### config.mk
export PLATFORM = sky130hd
export DESIGN_NAME = smb_write_rx
export DESIGN_NICKNAME = d
export VERILOG_FILES = /design/src/rtl/smbw_pkg.sv /design/src/rtl/smbw_expect.sv /design/src/rtl/smbw_store.sv /design/src/rtl/smb_write_rx.sv
export SDC_FILE = /design/constraint.sdc
export NUM_CORES = 1
export LEC_CHECK = 0
export CORE_UTILIZATION = 58
export DETAILED_ROUTE_END_ITERATION = 12
export PLACE_DENSITY = 0.72
export RECOVER_POWER = 100
export SYNTH_ARGS = -nofsm -noshare
export SYNTH_HDL_FRONTEND = slang
export SYNTH_HIERARCHICAL = 1
export SYNTH_SLANG_ARGS = --single-unit
export TNS_END_PERCENT = 1
### constraint.sdc
create_clock -name clk -period 5.93 [get_ports clk]
set_input_delay 1.186 -clock clk [delete_from_list [all_inputs] [get_ports clk]]
set_output_delay 1.186 -clock clk [all_outputs]
set_load 0.02 [all_outputs]
### src/rtl/smbw_pkg.sv
package smbw_pkg;
    typedef enum logic [1:0] {
        EV_ADDR_W = 2'd0,
        EV_ADDR_R = 2'd1,
        EV_BYTE   = 2'd2,
        EV_STOP   = 2'd3
    } ev_kind_t;

    typedef enum logic [2:0] {
        ST_IDLE  = 3'd0,
        ST_CMD   = 3'd1,
        ST_COUNT = 3'd2,
        ST_DATA  = 3'd3,
        ST_HOLD  = 3'd4
    } rx_state_t;
endpackage

### src/rtl/smbw_expect.sv
module smbw_expect #(
    parameter int CNT_W = 8
) (
    input  logic             clk,
    input  logic             rst_n,
    input  logic             load,
    input  logic [CNT_W-2:0] load_val,
    input  logic             dec,
    output logic             room,
    output logic             at_zero,
    output logic             at_neg1
);
    localparam logic signed [CNT_W-1:0] NEG2 = -2;
    localparam logic signed [CNT_W-1:0] NEG1 = -1;

    logic signed [CNT_W-1:0] cnt_q;

    always_ff @(posedge clk) begin
        if (!rst_n)
            cnt_q <= '0;
        else if (load)
            cnt_q <= $signed({1'b0, load_val});
        else if (dec && cnt_q != NEG2)
            cnt_q <= cnt_q - 1'b1;
    end

    assign room    = !cnt_q[CNT_W-1];
    assign at_zero = (cnt_q == '0);
    assign at_neg1 = (cnt_q == NEG1);

    AST_CNT_FLOOR: assert property (@(posedge clk) disable iff (!rst_n)
        cnt_q >= NEG2);
    AST_CNT_SAT: assert property (@(posedge clk) disable iff (!rst_n)
        (cnt_q == NEG2 && dec && !load) |=> cnt_q == NEG2);
endmodule

### src/rtl/smbw_store.sv
module smbw_store #(
    parameter int DEPTH = 33,
    parameter int IDX_W = 6
) (
    input  logic             clk,
    input  logic             rst_n,
    input  logic             wr_en,
    input  logic [IDX_W-1:0] wr_idx,
    input  logic [7:0]       wr_data,
    input  logic [IDX_W-1:0] rd_idx,
    output logic [7:0]       rd_data
);
    logic [7:0] mem [DEPTH];

    always_ff @(posedge clk) begin
        if (wr_en)
            mem[wr_idx] <= wr_data;
    end

    assign rd_data = (rd_idx < IDX_W'(DEPTH)) ? mem[rd_idx] : 8'h00;

    AST_WR_RANGE: assert property (@(posedge clk) disable iff (!rst_n)
        wr_en |-> wr_idx < IDX_W'(DEPTH));
endmodule

### src/rtl/smb_write_rx.sv
module smb_write_rx
    import smbw_pkg::*;
#(
    parameter int         MAX_BLK    = 32,
    parameter int         WORD_LEN   = 2,
    parameter logic [7:0] CMD_MAX    = 8'h3F,
    parameter logic [7:0] BLK_CMD_LO = 8'h20
) (
    input  logic       clk,
    input  logic       rst_n,
    input  logic       ev_valid,
    input  logic [1:0] ev_kind,
    input  logic [7:0] ev_byte,
    output logic       ev_ack,
    output logic       msg_valid,
    output logic [7:0] msg_cmd,
    output logic [5:0] msg_len,
    output logic       msg_pec,
    input  logic [5:0] rd_idx,
    output logic [7:0] rd_data,
    input  logic       msg_done,
    output logic       err_proto,
    output logic       fault_req
);
    localparam int DEPTH = MAX_BLK + 1;
    localparam int IDX_W = $clog2(DEPTH + 1);
    localparam int LEN_W = $clog2(MAX_BLK + 1);
    localparam int CNT_W = $clog2(MAX_BLK + 1) + 2;

    ev_kind_t  kind;
    rx_state_t st_q, st_d;

    logic [IDX_W-1:0] idx_q;
    logic [7:0]       cmd_q;
    logic [LEN_W-1:0] len_q;
    logic             pend_q, pec_q, err_q, fault_q;

    logic cnt_load, cnt_dec, cnt_room, cnt_zero, cnt_neg1;
    logic wr_en, cmd_we, idx_clr, accept, err_d, fault_d;
    logic [CNT_W-2:0] cnt_init;

    assign kind = ev_kind_t'(ev_kind);

    assign cnt_init = (st_q == ST_CMD) ? (CNT_W-1)'(WORD_LEN) : ev_byte[CNT_W-2:0];

    smbw_expect #(.CNT_W(CNT_W)) u_expect (
        .clk      (clk),
        .rst_n    (rst_n),
        .load     (cnt_load),
        .load_val (cnt_init),
        .dec      (cnt_dec),
        .room     (cnt_room),
        .at_zero  (cnt_zero),
        .at_neg1  (cnt_neg1)
    );

    smbw_store #(.DEPTH(DEPTH), .IDX_W(IDX_W)) u_store (
        .clk     (clk),
        .rst_n   (rst_n),
        .wr_en   (wr_en),
        .wr_idx  (idx_q),
        .wr_data (ev_byte),
        .rd_idx  (IDX_W'(rd_idx)),
        .rd_data (rd_data)
    );

    // next state and per-event decisions
    always_comb begin
        st_d     = st_q;
        ev_ack   = 1'b0;
        cnt_load = 1'b0;
        cnt_dec  = 1'b0;
        wr_en    = 1'b0;
        cmd_we   = 1'b0;
        idx_clr  = 1'b0;
        accept   = 1'b0;
        err_d    = 1'b0;
        fault_d  = 1'b0;
        if (ev_valid) begin
            unique case (st_q)
                ST_IDLE: begin
                    if (kind == EV_ADDR_W) begin
                        ev_ack  = 1'b1;
                        idx_clr = 1'b1;
                        st_d    = pend_q ? ST_HOLD : ST_CMD;
                    end else if (kind != EV_STOP) begin
                        fault_d = 1'b1;
                    end
                end
                ST_CMD: begin
                    if (kind == EV_BYTE) begin
                        if (ev_byte > CMD_MAX) begin
                            err_d = 1'b1;
                            st_d  = ST_HOLD;
                        end else begin
                            ev_ack = 1'b1;
                            cmd_we = 1'b1;
                            if (ev_byte >= BLK_CMD_LO) begin
                                st_d = ST_COUNT;
                            end else begin
                                cnt_load = 1'b1;
                                st_d     = ST_DATA;
                            end
                        end
                    end else if (kind == EV_STOP) begin
                        err_d = 1'b1;
                        st_d  = ST_IDLE;
                    end else begin
                        fault_d = 1'b1;
                        st_d    = ST_IDLE;
                    end
                end
                ST_COUNT: begin
                    if (kind == EV_BYTE) begin
                        if (ev_byte == 8'h00 || ev_byte > 8'(MAX_BLK)) begin
                            err_d = 1'b1;
                            st_d  = ST_HOLD;
                        end else begin
                            ev_ack   = 1'b1;
                            cnt_load = 1'b1;
                            st_d     = ST_DATA;
                        end
                    end else if (kind == EV_STOP) begin
                        err_d = 1'b1;
                        st_d  = ST_IDLE;
                    end else begin
                        fault_d = 1'b1;
                        st_d    = ST_IDLE;
                    end
                end
                ST_DATA: begin
                    if (kind == EV_BYTE) begin
                        cnt_dec = 1'b1;
                        if (cnt_room) begin
                            ev_ack = 1'b1;
                            wr_en  = 1'b1;
                        end
                    end else if (kind == EV_STOP) begin
                        if (cnt_zero || cnt_neg1)
                            accept = 1'b1;
                        else
                            err_d = 1'b1;
                        st_d = ST_IDLE;
                    end else begin
                        fault_d = 1'b1;
                        st_d    = ST_IDLE;
                    end
                end
                ST_HOLD: begin
                    if (kind == EV_ADDR_W || kind == EV_ADDR_R)
                        ev_ack = 1'b1;
                    else if (kind == EV_STOP)
                        st_d = ST_IDLE;
                end
                default: st_d = ST_IDLE;
            endcase
        end
    end

    // state and message registers
    always_ff @(posedge clk) begin
        if (!rst_n) begin
            st_q    <= ST_IDLE;
            idx_q   <= '0;
            cmd_q   <= '0;
            len_q   <= '0;
            pec_q   <= 1'b0;
            pend_q  <= 1'b0;
            err_q   <= 1'b0;
            fault_q <= 1'b0;
        end else begin
            st_q    <= st_d;
            err_q   <= err_d;
            fault_q <= fault_d;
            if (idx_clr)
                idx_q <= '0;
            else if (wr_en)
                idx_q <= idx_q + 1'b1;
            if (cmd_we)
                cmd_q <= ev_byte;
            if (accept) begin
                pend_q <= 1'b1;
                pec_q  <= cnt_neg1;
                len_q  <= LEN_W'(idx_q - IDX_W'(cnt_neg1));
            end else if (msg_done) begin
                pend_q <= 1'b0;
            end
        end
    end

    assign msg_valid = pend_q;
    assign msg_cmd   = cmd_q;
    assign msg_len   = 6'(len_q);
    assign msg_pec   = pec_q;
    assign err_proto = err_q;
    assign fault_req = fault_q;

    AST_ADDR_ACK: assert property (@(posedge clk) disable iff (!rst_n)
        (ev_valid && kind == EV_ADDR_W && st_q == ST_IDLE) |-> ev_ack);
    AST_BUSY_NACK: assert property (@(posedge clk) disable iff (!rst_n)
        (msg_valid && ev_valid && kind == EV_BYTE) |-> !ev_ack);
    AST_MSG_HOLD: assert property (@(posedge clk) disable iff (!rst_n)
        (msg_valid && !msg_done) |=> (msg_valid && $stable(msg_cmd)
                                      && $stable(msg_len) && $stable(msg_pec)));
    AST_DONE_CLR: assert property (@(posedge clk) disable iff (!rst_n)
        (msg_valid && msg_done) |=> !msg_valid);
    AST_IDLE_STOP: assert property (@(posedge clk) disable iff (!rst_n)
        (st_q == ST_IDLE && ev_valid && kind == EV_STOP) |=> (!err_proto && !fault_req));
    AST_ACCEPT_CLEAN: assert property (@(posedge clk) disable iff (!rst_n)
        $rose(msg_valid) |-> (!err_proto && !fault_req));
    AST_LEN_MAX: assert property (@(posedge clk) disable iff (!rst_n)
        msg_valid |-> msg_len <= 6'(MAX_BLK));
endmodule

# After elaboration in Yosys (flattened, before gate mapping)
# Memory sizes are Yosys's and may differ from the RTL's.
# Index checks and enable logic that the tools add are counted.
# Widths: inputs -> output; s select.
[classes] add_sub_neg=3 order_cmp=4 eq_ne=14 muxes=62 n_bitwise=1 n_reduce_logical=15
[op_table] operator="$mux 1" n=44
[op_table] operator="$mux 3" n=9
[op_table] operator="$mux 7" n=3
[op_table] operator="$gt 8x6->1 const B" n=2
[op_table] operator="$logic_not 8->1" n=2
[op_table] operator="$pmux 3 s5" n=1
[op_table] operator="$ne 2x2->1 const B" n=5
[op_table] operator="$eq 8x1->1 const B" n=1
[op_table] operator="$ge 8x6->1 const B" n=1
[op_table] operator="$mux 8" n=1
[op_table] operator="$ne 8x2->1 const B" n=1
[op_table] operator="$sub 8x1->8 const B" n=1
[op_table] operator="$add 6x1->6 const B" n=1
[op_table] operator="$eq 3x2->1 const B" n=2
[op_table] operator="$lt 6x6->1 const B" n=1
[op_table] operator="$sub 6x1->6" n=1
[op_table] operator="$pmux 1 s5" n=1
[op_table] operator="$reduce_and 5->1" n=1
[op_table] operator="$eq 2x2->1 const B" n=2
[op_table] operator="$pmux 1 s2" n=2
[op_table] operator="$reduce_bool 2->1" n=2
[op_table] operator="$reduce_or 2->1" n=2
[op_table] operator="$eq 3x1->1 const B" n=1
[op_table] operator="$eq 3x3->1 const B" n=1
[op_table] operator="9 further kinds" n=11
[word_totals] reg_bits=35 mem_bits_rw=264 in_bits=20 wordCells=110 mem_count=1
[memory_table] memory="u_store.mem" depth=33 word_bits=8 rd=1 rd_ports_with_merged_regs=0 write_ports=1 line="smbw_store.sv:13" text="logic [7:0] mem [DEPTH];"

# Longest topological paths before layout
# Gate-level depths: netlist of run 1.
[logic_depth] ltp_word=8 mapped_depth=9 mapped_depth_nobuf=8

# Cells and area by module
# Netlist of run 1, hierarchy kept.
[by_module_without_submodules] mod="smbw_store" instances=1 cells_per_inst=565 area_per_inst_um2=10452.5 seq_area_each_um2=7927.6
[by_module_without_submodules] mod="smb_write_rx" instances=1 cells_per_inst=169 area_per_inst_um2=1421.4 seq_area_each_um2=540.5
[by_module_without_submodules] mod="smbw_expect" instances=1 cells_per_inst=63 area_per_inst_um2=548.0 seq_area_each_um2=160.2

# Worst setup path after synthesis of run 1
# OpenSTA, ideal clock, no wires.
[synth_path] path_kind="in2out" from="input rd_idx[0]" to="output rd_data[5]" arrival_ns=2.832 required_time_ns=4.744 setup_slack_ns=1.912 cell_stages=7 n_path_buf=3 cell_sequence="buf_6 -> buf_6 -> nor2_1 -> and4b_1 -> clkbuf_2 -> a211oi_1 -> a311oi_1"
[synth_via] elab_chain_cells=2
[synth_rtl] item="start, declared" line="smb_write_rx.sv:19" text="input logic [5:0] rd_idx,"
[synth_rtl] item="$mem_v2 33x8 or $lt 6x6->1 (tied branches)"
[synth_rtl] item="$mux 8 *" line="smbw_store.sv:20" text="assign rd_data = (rd_idx < IDX_W'(DEPTH)) ? mem[rd_idx] : 8'h00;"
[synth_rtl] item="end, declared" line="smb_write_rx.sv:20" text="output logic [7:0] rd_data,"
# Mark *: on every way between the ends. The rest lies on a longest branch, timed or not.

# Final worst setup path of run 1
[layout_path] from="input rd_idx[3]" to="output rd_data[0]"
# Same word-level chain as after synthesis.

==> metrics.txt, run 1 <==
status complete, but fails checks; failing checks max-capacitance violations, max-slew violations; Antenna Cells 0; met3 Usage GRT 4.05%; Synth top area share 63.8%; Critical Path AT 4430 ps; Core ar. 21000 um^2; Syn Nets 828; register area share after synthesis 69.5%; Skew-Pair Late Insertion Delay 540 ps; RSZ-0062 raised after global routing false; EDFF count, synth 264; HPWL after detailed placement 18100 um; # DRC 0; clock skew 13.3 ps; PwrDens 306 nW/um^2; min cycle time layout 5610 ps; worst hold start msg_cmd[6]$_SDFFE_PN0P_; Max stage delay on crit path 890 ps; Final nets 879; Vias 7292; global-route wire length before repair 43700 um; Synth area leaders edfxtp_1 (64%), mux2i_1 (6.3%), dfxtp_1 (5.6%), mux4_2 (5.4%), nor2_1 (2.1%); cells after synthesis 797; port bufs 46; Antenna Nets Post-Route 0; FF-to-FF path depth 5; CP max FO 16; synthesized area per cell 15.6 um^2; worst-margin pin slew 2260 ps; Post-Syn Area 12400 um^2; number of hold buffers added after CTS 0; Worst VDD drop 209 uV; number of global-route vias before repair 7382; CTS tree yes; die width 148 um; ys flop type edfxtp_1; distinct cell type count after synthesis 67; commonest cells after routing, fill and taps aside edfxtp_1 (264), mux2i_1 (78), nor2_1 (69); Max clock buf depth 3; number of setup violations in the final report 0; met1 GRT Util 37.7%; largest net degree at the start of global routing 48; total CTS buffers 29; crit path capture type primary output; H-tree lvl count 1; clock tree root driver cell clkbuf_16; PostCTS Resize Cnt 0; GRT Total Usage 27.1%; Placed Instance Area 13100 um^2; Rows 53; die area 22000 um^2; CP Class input pin to primary output; design area 14000 um^2; r2r startpoint st_q[0]$_SDFFE_PN0P_; fin util 66.6%; most used cell, CP dlygate4sd3_1; ratio of cells with drive above 1 in the final layout 11.5%; Leakage 4.67 nW; crit path from rd_idx[3]; met2 GRT Util 43.9%; Hold Path Depth 1; CP Launch Type input pin; CTS clk-pin slew, worst paths 60 ps; total wire length 28800 um; GP Congestion 0.885; DRT Pass-1 Iters 5; Starting Density 59.1%; Post-synth ARST share 0%; worst-path cell chain dlygate4sd3_1 -> or3b_1 -> o21ai_0 -> a2111oi_0 -> a31oi_1 -> dlygate4sd3_1; Fin Hold WS 477 ps; Max Slew Vio Count 224; CTS sink cnt 299; Slowest-stage cell, CP dlygate4sd3_1; Syn-to-layout area delta 12.7%; period utilization 94.7%; #FFs+latches synth 299; initial antenna violation count 0; Max Fclk 0.178 GHz; warning count from the yosys run 6; Final WS setup 315 ps; Hold Crit Class flop to flop; I/O Pins 47; total gr overflow 0; vias per cell 6.37; busiest layer in global routing met2; Max-cap violations 7; most common cell after layout, fill and taps aside edfxtp_1; Wirelength per Cell 25.1 um; Chip Height 148 um; setup bufs post-CTS 0; Setup Total Neg Slack 0 ps; DRT iter0 DRCs 793; DP Worst Slack 621 ps; Final Hold Fails 0; Required @ worst endpoint 4740 ps; Slew headroom -52.7%; Synth area leader edfxtp_1
==> state kept, by name (all words and copies together) (netlist names) <==
register	count
u_store/mem	264
err_proto	1
u_expect/cnt_q	8
msg_len	6
msg_pec	1
idx_q	6
st_q	3
fault_req	1
msg_valid	1
msg_cmd	8
==> critical path: cells and delay by family <==
family,cells,cell delay (ps)
compound gates,3,1100
buf+inv,2,1590
simple gates,1,540
==> power breakdown <==
| group | switching, mW | leakage (nW) | internal [mW] | total [mW] |
|---|---|---|---|---|
| Combinational | 0.140 | 1.56 | 0.0796 | 0.220 |
| Clock | 0.754 | 0.460 | 1.02 | 1.77 |
| Sequential | 0.00236 | 2.65 | 2.29 | 2.29 |
==> cell type report <==
class / count / area [um^2]
Clock buffer: 35 / 778
Clock inverter: 18 / 141
Fill cell: 1423 / 7020
Inverter: 18 / 67.6
Multi-Input combinational cell: 440 / 3510
Sequential cell: 299 / 8630
Tap cell: 275 / 344
Timing Repair Buffer: 60 / 533
==> logic make-up (layout without fill, tap and decap cells) <==
family | Yosys count | count (layout) | synth area share (%)
AND/OR/NAND/NOR | 193 | 193 | 8.08
AO/OA/AOI/OAI | 109 | 109 | 5.94
XOR/XNOR | 10 | 10 | 0.705
multiplexers | 117 | 117 | 12.5
adder cells (fa/ha/maj) | 11 | 11 | 1.11
buffers and inverters | 58 | 131 | 2.17
flip-flops | 299 | 299 | 69.5
==> synthesized netlist by cell type (all sizes together) (2+ instances only) <==
master,number
and3,6
nand3,12
edfxtp,264
ha,11
dfxtp,35
inv,17
o21ai,19
o221ai,2
and4,3
o22ai,13
or4,4
nand2,30
a211oi,7
o31ai,8
buf,17
a22o,2
and2,8
nand2b,11
a21oi,16
a22oi,7
a311oi,3
nor3b,2
a31oi,11
nand3b,3
mux2i,78
a221oi,4
or3,4
nand4,4
nor3,12
xor2,7
nor2b,14
a2111oi,7
o311a,2
or3b,3
clkbuf,23
mux2,9
nor2,69
mux4,30
nor4b,3
xnor2,3
==> stage by stage <==
step	cells	total power, mW
2_1_floorplan	797	2.46
3_3_place_gp	1092	2.55
3_5_place_dp	1092	2.56
4_1_cts	1145	4.31
5_1_grt	1145	4.41
6_report	1145	4.28
==> per-layer routing <==
| metal | wire length (um) | part of all wire, % | up-vias |
|---|---|---|---|
| met1 | 11800 | 41 | 3646 |
| met3 | 2200 | 7.7 | 59 |
| met2 | 13900 | 48 | 372 |
| li1 | - | - | 3215 |
| met5 | 0 | 0 | - |
| met4 | 912 | 3.2 | 0 |
==> final timing paths <==
kind	end	slack [ps]
hold / removal	msg_cmd[6]$_SDFFE_PN0P_	480
hold reg to reg	msg_cmd[6]$_SDFFE_PN0P_	480
setup reg to reg	u_store/mem[32][3]$_DFFE_PP_	1890
setup / recovery	rd_data[0]	320
(Power assumes the default switching activity.)
==> run 2: changes to the inputs <==
--- a/config.mk
+++ b/config.mk
@@ -5,6 +5,7 @@
 export SDC_FILE = /design/constraint.sdc
 export NUM_CORES = 1
 export LEC_CHECK = 0
+export CORE_ASPECT_RATIO = 0.8
 export CORE_UTILIZATION = 58
 export DETAILED_ROUTE_END_ITERATION = 12
 export PLACE_DENSITY = 0.72
==> constraint.sdc (replaced) <==
create_clock -name clk -period 6.9 [get_ports clk]
set_input_delay 1.38 -clock clk [delete_from_list [all_inputs] [get_ports clk]]
set_output_delay 1.38 -clock clk [all_outputs]
set_load 0.02 [all_outputs]
==> run 2 against run 1 <==
- the run ends with design-rule violations, max-capacitance violations, max-slew violations left
- cell area down 0.54%
- hold slack worse by 1.7 ps
- sequential share of layout area up 0.34 points
- routed wire length down 3.7%
- via count down 0.95%
- clock power down 16%
- register-to-register slack better by 940 ps
- clock skew down 3.0 ps
- power down 15%
- global-route usage down 1.5 points
==> metrics.txt, run 2 (synthesized netlist as in run 1, its figures left out) <==
Final Hold Fails 0 (unchanged); fillcell total 1441 (+1.3%); vias per cell 6.38 (+0.19%); Critical Path AT 4940 ps (+510 ps); I/O Pins 47 (unchanged); Syn-to-layout area delta 12.1%; Worst VDD drop 225 uV (+7.6%); number of hold buffers added after CTS 0 (unchanged); Antenna Nets Post-Route 0 (unchanged); commonest cells after routing, fill and taps aside edfxtp_1 (264), mux2i_1 (78), nor2_1 (69); clock skew 10.3 ps (-2.96 ps); FF-to-FF End u_store/mem[32][7]$_DFFE_PP_; total wire length 27700 um (-3.7%); Rows 47 (-11%); Max clock buf depth 3 (unchanged); CP Class input pin to primary output; design area 13900 um^2 (-0.54%); DRT Pass-1 Iters 10 (+5); Final nets 874 (-0.57%); CTS clk-pin slew, worst paths 60 ps (about the same); largest register by flop count u_store/mem; failing checks design-rule violations, max-capacitance violations, max-slew violations; DRT iter0 DRCs 995 (+25%); Vias 7223 (-0.95%); internal power 2.90 mW (-14%); dpl cells 1083 (-0.82%); CP Launch Type input pin; largest net degree at the start of global routing 50 (+4.2%); Clk pwr share 40.8% (-0.5 points); clock tree root driver cell clkbuf_16; CP max FO 16 (unchanged); GRT Total Usage 25.6% (-1.5 points); Largest register FFs 264 (unchanged); GP Congestion 0.909 (+2.7%); worst-margin pin slew 2290 ps (+31.6 ps); Max-cap violations 10 (+3); Required @ worst endpoint 5520 ps (+780 ps); Starting Density 59.7% (+0.58 points); FF-to-FF path depth 5 (unchanged); total gr overflow 0 (unchanged); Core ar. 20800 um^2 (-0.97%); Hold Path End msg_cmd[6]$_SDFFE_PN0P_; status complete, but fails checks; port bufs 46 (unchanged); Chip Height 133 um (-10%); PwrDens 262 nW/um^2 (-14%); die area 22000 um^2 (about the same); number of global-route vias before repair 6897 (-6.6%); CTS sink cnt 299 (unchanged); Psw 743 uW (-17%); worst hold start msg_cmd[6]$_SDFFE_PN0P_; Setup Total Neg Slack 0 ps (unchanged); Leakage 4.63 nW (-1.0%); die width 166 um (+12%); R2R Setup Slk 2830 ps (+940 ps); Placed Instance Area 13100 um^2 (-0.32%); RSZ-0062 raised after global routing false; Wirelength per Cell 24.5 um (-2.6%); Max Slew Vio Count 294 (+31%); number of setup violations in the final report 0 (unchanged); r2r startpoint st_q[0]$_SDFFE_PN0P_; initial antenna violation count 1 (+1); H-tree lvl count 1 (unchanged); Comb power frac 5.1% (about the same); global-route wire length before repair 41700 um (-4.5%); setup bufs post-CTS 0 (unchanged); Reg power frac 54.1% (+0.6 points); most common cell after layout, fill and taps aside edfxtp_1; Skew-Pair Late Insertion Delay 530 ps (about the same); Max Fclk 0.158 GHz; total CTS buffers 27 (-6.9%); Slew headroom -54.9% (-2.1 points); fin cells 1132 (-1.1%); HPWL after detailed placement 17900 um (-1.4%); period utilization 91.6%; crit path capture type primary output; CTS tree yes; Hold Path Depth 1 (unchanged); PostCTS Resize Cnt 0 (unchanged); ratio of cells with drive above 1 in the final layout 10.4% (-1.1 points); Hold Crit Class flop to flop; # DRC 1 (+1); Switching Fraction 20.4% (-0.51 points); Final Power 3.64 mW (-15%); min cycle time layout 6320 ps
-- run 2: cell types whose count changed in the layout (fill, tap and decap cells not counted), sizes merged --
cell           delta
inv               +1
clkbuf            -7
bufinv            +2
clkdlybuf4s50     -2
dlygate4sd3       +2
clkinv            -4
diode             +1
buf               -1
clkinvlp          +1
-- run 2: cell type report --
cell class	count	area [um^2]	share of cell area [%]
clock inverter	18	189	1.36
clock buffer	30	687	4.93
multi-input combinational	440	3510	25.2
inverter	18	67.6	0.485
sequential	299	8630	62.0
tap	269	337	2.42
antenna	1	2.50	0.0180
timing repair buffer	57	505	3.63
-- run 2: layer usage --
layer  global-route usage [%]  wire length (um)  vias up
met5                        0                 0        -
met4                     5.92               572        0
met3                     4.73              2570       44
met2                     39.5             12700      376
met1                     38.1             11800     3592
li1                         -                 -     3211
-- run 2: how the worst max path moves through the flow --
stage,cells after the start,endpoint,from
3_3_place_gp,7,rd_data[1],rd_idx[0]
2_1_floorplan,7,rd_data[5],rd_idx[0]
6_report,7,rd_data[4],rd_idx[1]
5_1_grt,7,rd_data[4],rd_idx[1]
3_5_place_dp,7,rd_data[1],rd_idx[1]
4_1_cts,7,rd_data[1],rd_idx[1]
-- run 2: critical path: stages --
cell and delay (ps):
dlygate4sd3_1 1070, buf_4 370, or3_1 460, o22ai_1 130
a2111oi_0 750, a31oi_1 80, dlygate4sd3_1 690
-- run 2: power by group through the flow --
stage	registers [mW]	logic, mW	clock network, mW
3_3_place_gp	2.01	0.185	0
3_5_place_dp	2.01	0.190	0
4_1_cts	1.97	0.191	1.50
5_1_grt	1.97	0.197	1.57
6_report	1.97	0.185	1.49
2_1_floorplan	2.01	0.106	0
-- run 2: through the flow --
| step | setup WS, ps | utilization (%) | hold WS [ps] |
|---|---|---|---|
| 5_1_grt | 546 | 66.9 | 492 |
| 2_1_floorplan | 2490 | - | 486 |
| 3_5_place_dp | 881 | 62.9 | 472 |
| 3_3_place_gp | 981 | 62.9 | 465 |
| 6_report | 582 | 66.9 | 475 |
| 4_1_cts | 885 | 67.1 | 481 |
